## src/rtl/stp_pkg.sv

```systemverilog
package stp_pkg;

    localparam int ADDR_W   = 16;
    localparam int CHANNELS = 4;
    localparam int DATA_W   = 2 * CHANNELS;

    typedef enum logic {
        QUAL_ECLK   = 1'b0,
        QUAL_STROBE = 1'b1
    } qual_mode_e;

    typedef struct packed {
        logic [DATA_W-1:0] held;
    } reg_state_t;

endpackage

```

## src/rtl/stp_addr_match.sv

```systemverilog
module stp_addr_match #(
    parameter int AW = 16
) (
    input  logic [AW-1:0] addr,
    input  logic [AW-1:0] strap,
    input  logic          bus_sel,
    output logic          match
);
    logic [AW-1:0] bit_eq;

    for (genvar i = 0; i < AW; i++) begin : g_cmp
        assign bit_eq[i] = ~(addr[i] ^ strap[i]);
    end

    assign match = bus_sel & (&bit_eq);
endmodule

```

## src/rtl/stp_strobe_gen.sv

```systemverilog
module stp_strobe_gen
    import stp_pkg::*;
(
    input  logic match,
    input  logic rd_en,
    input  logic wr_en,
    input  logic timing_sel,
    input  logic e_clk,
    input  logic wr_strobe,
    output logic rd_stb,
    output logic wr_stb
);
    qual_mode_e mode;
    logic       qual;

    always_comb begin
        mode = qual_mode_e'(timing_sel);
        case (mode)
            QUAL_ECLK:   qual = e_clk;
            QUAL_STROBE: qual = wr_strobe;
            default:     qual = 1'b0;
        endcase
        wr_stb = match & wr_en & qual;
        rd_stb = match & rd_en & ~wr_en;
    end
endmodule

```

## src/rtl/stp_ctrl_reg.sv

```systemverilog
module stp_ctrl_reg
    import stp_pkg::*;
#(
    parameter int DW = 8
) (
    input  logic          clk,
    input  logic          rst,
    input  logic          wr_stb,
    input  logic [DW-1:0] wdata,
    output logic [DW-1:0] held
);
    typedef struct packed {
        logic [DW-1:0] value;
    } st_t;

    st_t st_d, st_q;

    always_comb begin
        st_d = st_q;
        if (wr_stb) begin
            st_d.value = wdata;
        end
    end

    always_ff @(posedge clk) begin
        if (rst) begin
            st_q <= '0;
        end else begin
            st_q <= st_d;
        end
    end

    assign held = st_q.value;

    a_r4_hold_without_write: assert property (@(posedge clk) disable iff (rst)
        !wr_stb |=> $stable(held));
    a_r3_capture_on_write: assert property (@(posedge clk) disable iff (rst)
        wr_stb |=> held == $past(wdata));
endmodule

```

## src/rtl/stp_bus_reg.sv

```systemverilog
module stp_bus_reg
    import stp_pkg::*;
(
    input  logic              clk,
    input  logic              rst,
    input  logic [ADDR_W-1:0] addr,
    input  logic [ADDR_W-1:0] strap_addr,
    input  logic              bus_sel,
    input  logic              rd_en,
    input  logic              wr_en,
    input  logic              timing_sel,
    input  logic              e_clk,
    input  logic              wr_strobe,
    input  logic [DATA_W-1:0] data_in,
    output logic [DATA_W-1:0] data_out,
    output logic              data_oe,
    output logic              mem_disable,
    output logic [CHANNELS-1:0] motor_dir,
    output logic [CHANNELS-1:0] motor_step
);
    logic              match;
    logic              rd_stb;
    logic              wr_stb;
    logic [DATA_W-1:0] held;

    stp_addr_match #(.AW(ADDR_W)) u_match (
        .addr    (addr),
        .strap   (strap_addr),
        .bus_sel (bus_sel),
        .match   (match)
    );

    stp_strobe_gen u_strobe (
        .match      (match),
        .rd_en      (rd_en),
        .wr_en      (wr_en),
        .timing_sel (timing_sel),
        .e_clk      (e_clk),
        .wr_strobe  (wr_strobe),
        .rd_stb     (rd_stb),
        .wr_stb     (wr_stb)
    );

    stp_ctrl_reg #(.DW(DATA_W)) u_reg (
        .clk    (clk),
        .rst    (rst),
        .wr_stb (wr_stb),
        .wdata  (data_in),
        .held   (held)
    );

    assign mem_disable = match;
    assign data_oe     = rd_stb;
    assign data_out    = rd_stb ? held : '0;

    for (genvar k = 0; k < CHANNELS; k++) begin : g_chan
        assign motor_dir[k]  = held[2*k];
        assign motor_step[k] = held[2*k+1];
    end

    a_r2_strobe_needs_match: assert property (@(posedge clk) disable iff (rst)
        (rd_stb || wr_stb) |-> mem_disable);
    a_r7_no_drive_during_write: assert property (@(posedge clk) disable iff (rst)
        wr_en |-> !data_oe);
    a_r5_readback_value: assert property (@(posedge clk) disable iff (rst)
        data_oe |-> (data_out == held));
    a_r2_no_select_no_flag: assert property (@(posedge clk) disable iff (rst)
        !bus_sel |-> !mem_disable);
endmodule

```

## config.mk

```make
export PLATFORM = sky130hd
export DESIGN_NAME = stp_bus_reg
export DESIGN_NICKNAME = d
export VERILOG_FILES = /design/src/rtl/stp_pkg.sv /design/src/rtl/stp_addr_match.sv /design/src/rtl/stp_strobe_gen.sv /design/src/rtl/stp_ctrl_reg.sv /design/src/rtl/stp_bus_reg.sv
export SDC_FILE = /design/constraint.sdc
export NUM_CORES = 1
export LEC_CHECK = 0
export BUFFER_PORTS_ARGS = -buffer_cell sky130_fd_sc_hd__buf_2
export CAP_MARGIN = 40
export CORE_MARGIN = 4
export CORE_UTILIZATION = 30
export CTS_BUF_LIST = sky130_fd_sc_hd__clkbuf_16
export DETAILED_ROUTE_END_ITERATION = 16
export GPL_ROUTABILITY_DRIVEN = 0
export PLACE_DENSITY = 0.74
export SETUP_SLACK_MARGIN = 0.1
export SLEW_MARGIN = 20
export SYNTH_ARGS = -nofsm -noshare
export SYNTH_HDL_FRONTEND = slang
export SYNTH_SLANG_ARGS = --single-unit
```

## constraint.sdc

```tcl
create_clock -name clk -period 1.3 [get_ports clk]
set_clock_uncertainty 0.1 [all_clocks]
set_input_delay 0 -clock clk [delete_from_list [all_inputs] [get_ports clk]]
set_output_delay 0 -clock clk [all_outputs]
set_load 0.01 [all_outputs]
```

Yosys cells after proc, flatten, opt, wreduce, memory -nomap -nowiden
Cells that the tools add are included.

word-level totals
  logic and storage cells = 43
  register bits = 8
  output and inout port bits = 18

cells by class
  bitwise logic cells = 39
  mux-type cells = 2
  reduce and logical (&&, ||, !) cells = 1

operator list
  cell               number
  $not 1->1          18
  $reduce_and 16->1  1
  $xor 1x1->1        16
  $mux 8             1
  $and 1x1->1        5
  $pmux 1 s2         1

Longest topological paths before layout
  word-level depth = 7
  mapped depth = 7
  depth with buffers taken out = 5

Cells and area by module
From an unflattened synthesis, not the netlist that was laid out.

unflattened totals
  cell total of the unflattened synthesis = 61
  area total of the unflattened synthesis = 541.8 µm²

by module, submodules not included
  module          sequential area each (µm²)  cells an instance  area an instance (µm²)  times used
  stp_ctrl_reg    160.2                       26                 285.3                   1
  stp_addr_match  0.0                         22                 181.4                   1
  stp_bus_reg     0.0                         8                  50.0                    1
  stp_strobe_gen  0.0                         5                  25.0                    1

Worst setup path before layout
Ideal clock, no wire load.

  path type = input-to-reg
  start point = in strap_addr[1]
  end point = reg u_reg.st_q, in the netlist u_reg.held[0]
  cell stages on the path = 6
  data required time = 1072 ps
  slack = -68 ps
  setup time = 128 ps
  buffers on the path = 1
  arrival = 1140 ps
  cell sequence = xnor2_2 o211ai_2 or4_1 clkbuf_1 o21ai_1 a21oi_1

on the way
  word-level cells in the longest chain between the ends = 6

RTL lines
  what                      RTL line              source
  start: declaration        stp_bus_reg.sv:7      input logic [ADDR_W-1:0] strap_addr,
  $xor 1x1->1               stp_addr_match.sv:12  assign bit_eq[i] = ~(addr[i] ^ strap[i]);
  $not 1->1                 stp_addr_match.sv:12
  $reduce_and 16->1         stp_addr_match.sv:15  assign match = bus_sel & (&bit_eq);
  $and 1x1->1               stp_addr_match.sv:15
  $and 1x1->1 (2 in a row)  stp_strobe_gen.sv:23  wr_stb = match & wr_en & qual;
  end signal: assignment    stp_ctrl_reg.sv:29    st_q <= st_d;
  end: declaration          stp_ctrl_reg.sv:16    st_t st_d, st_q;

No other way between the ends.
A chain may end at the register's enable or synchronous reset.

Worst setup path after layout
  start point = in strap_addr[5]
  end point = out data_out[5]

on the way
  word-level cells in the longest chain between the ends = 7

RTL lines
  what                      RTL line              source
  $xor 1x1->1               stp_addr_match.sv:12
  $not 1->1                 stp_addr_match.sv:12
  $reduce_and 16->1         stp_addr_match.sv:15
  $and 1x1->1               stp_addr_match.sv:15
  $and 1x1->1 (2 in a row)  stp_strobe_gen.sv:24  rd_stb = match & rd_en & ~wr_en;
  $mux 8                    stp_bus_reg.sv:54     assign data_out = rd_stb ? held : '0;
  end: declaration          stp_bus_reg.sv:15     output logic [DATA_W-1:0] data_out,

No other way between the ends.

==> results.md <==
- DRT antenna net count: 0
- Worst path cell trace: buf_6 -> xor2_2 -> nor4_2 -> and3_4 -> and4b_2 -> and2_4 -> buf_6
- Slowest stage delay, CP: 0.30 ns
- Full die area: 2870 um2
- Fin crit period: 1.47 ns
- Clock slew at reported path FFs: 0.03 ns
- WS Path Type: input pin to output port
- Layout cells sized above 1: 0.630
- Row count: 16
- Post-DP HPWL: 1.75 mm
- #FFs+latches synth: 8
- Vias post-DR: 929
- Status: finished with violations
- Bufs on Longest Clock Path: 2
- Setup TNS: -1.50 ns
- CP arrival: 1.37 ns
- Final Power: 980 uW
- Failing checks: negative setup slack
- Hold Fails Final Rpt: 0
- Final nets: 212
- Layout area overhead: 122%
- Synth cell types: 22
- Area occupied by multi-input gates: 512 um2
- Slew headroom: 0.790
- Yosys top cell area share: 0.258
- Ys async rst share: 0
- Commonest cells post-synth: 10 x nand4_1, 10 x xor2_1, 9 x a21oi_1, 9 x and2_1
- Residual DRC: 0
- Initial DRC count: 8
- Share of the yosys chip area belonging to registers: 0.258
- Antenna diodes: 0
- VDD IR max: 0.514 mV
- PwrDens: 711 nW/um2
- Initial core utilization: 0.317
- Cts bufs inserted: 3
- Leakage: 0.000668 uW
- I/O pins: 66
- Fin util: 0.703
- CTS tree: built
- Highest clock rate: 0.678 GHz
- Most frequent CP cell: buf_6
- CTS root buf: clkbuf_16
- Core Area: 1960 um2
- Largest net degree at the start of global routing: 9
- Register area: 160 um2
- Max Slew Vio Count: 0
- Worst setup margin: -0.175 ns
- First-pass GRT wire length: 3.77 mm
- Final Setup Violations: 16
- Chip height: 53.5 um
- Post-synth top area cell: dfxtp_1
- Fin crit share: 1.13
- RSZ-0062 raised after global routing: yes
- Synth Instances: 74
- Initial antenna violation count: 0
- Total GRT Usage: 0.181
- Critical path's slowest cell: nor4_2
- Gr ovfl total: 0
- Hold_ws: 0.297 ns
- Final wirelength: 2.58 mm
- Htree depth: 1
- Mapped Avg Cell Area: 8.40 um2
- Max-cap check violation count: 0
- Main synth FF type: dfxtp_1
- Critical Path RT: 1.20 ns
- YS warnings: 0
- Bufs and invs on worst path: 2
- Post-DR wirelength/cell: 13.7 um
- Hold Crit Class: input pin to register
- Vias in the first global route: 975
- Synth Net Count: 122
- Dpl ws: -0.313 ns
- Synth area leaders: dfxtp_1 26%, xor2_1 14%, nand4_1 10%
- CP Max Fanout: 5
- Pre-Repair DR Iteration Count: 4
- CP top delay family: simple AND/OR/NAND/NOR gates
- Via density: 4.92
- Setup crit start kind: input pin
- Worst-Margin Slew: 0.314 ns
- Clk Latency, worst-skew pair: 0.23 ns
- Clock sink count: 8
- Die X: 53.5 um
- Worst setup EP type: output port
- Port Buf Inserts: 65
- Number of synthesized flops with an enable pin: 0
- Mapped Area: 622 um2
- FILL cells: 155
- Max FFs per register: 8
[cell type report]
type                    instances  area share
multi-input cells              61       0.371
flip-flops and latches          8       0.116
well taps                      27      0.0245
inverters                       1     0.00272
clock buffers                   3      0.0544
repair buffers                 89       0.431
[report_power, final]
| group | internal (uW) | switching, uW | total, uW |
|---|---|---|---|
| clock network | 396 | 121 | 518 |
| logic | 130 | 85.9 | 215 |
| registers | 247 | 0.000826 | 247 |
[layer usage]
metal  up-vias  wire length, um  GRT usage
li1        448                -          -
met2        46             1430      0.369
met5         -                0          0
met4         0               76      0.111
met1       426              879      0.161
met3         9              201     0.0305
[repair_timing]
item | 4_1_cts | 5_1_grt
hold endpoints to repair | 8 | 0
buffers inserted | 9 | 2
pin swaps | 15 | 21
setup endpoints to repair | 18 | 18
hold buffers | 9 | 0
resized for setup | 18 | 12
gates cloned | 1 | 0
[cell usage in the layout, fill, tap and decap left out]
cell / instances
buf_2: 58
buf_6: 13
nand4_1: 10
dlygate4sd3_1: 9
buf_4: 9
xor2_1: 8
a21oi_1: 8
dfxtp_1: 8
and2_4: 5
xnor2_1: 4
and2_1: 4
o21ai_2: 4
o21ai_1: 4
clkbuf_16: 3
xor2_2: 2
inv_1: 1
xnor2_4: 1
o211ai_2: 1
nor4_4: 1
nor3_1: 1
nor4_2: 1
and3_4: 1
and4b_2: 1
or4_4: 1
mux2i_1: 1
nor2b_1: 1
a21oi_2: 1
and4b_1: 1
[worst paths after layout]
check | from | end | slack (ns) | cells past startpoint
setup / recovery | strap_addr[5] | data_out[5] | -0.17 | 7
hold / removal | wr_en | u_reg.held[5] | 0.30 | 5
hold reg to reg | u_reg.held[6] | u_reg.held[6] | 0.37 | 2
setup reg to reg | u_reg.held[5] | u_reg.held[5] | 0.53 | 2
[per-stage QoR]
stage          instance area (um2)  std cells
3_5_place_dp                  1030        169
2_1_floorplan                  643         74
5_1_grt                       1380        189
3_3_place_gp                  1030        169
4_1_cts                       1340        190
6_report                      1380        189
[kinds of logic (layout without fill, tap and decap cells)]
logic type,count (synthesis),in the layout,share of synthesized area
AND/OR/NAND/NOR,26,27,0.302
AO/OA/AOI/OAI,18,18,0.157
XOR/XNOR,15,15,0.223
flip-flops,8,8,0.258
buffers and inverters,6,93,0.0443
multiplexers,1,1,0.0161
[tightest hold or removal path, delay by kind of cell]
| family | cells | cell delay [ns] |
|---|---|---|
| AND/OR/NAND/NOR | 2 | 0.24 |
| buffers and inverters | 2 | 0.29 |
| AO/OA/AOI/OAI | 1 | 0.05 |
No activity file was read; power rests on OpenSTA's default activity.
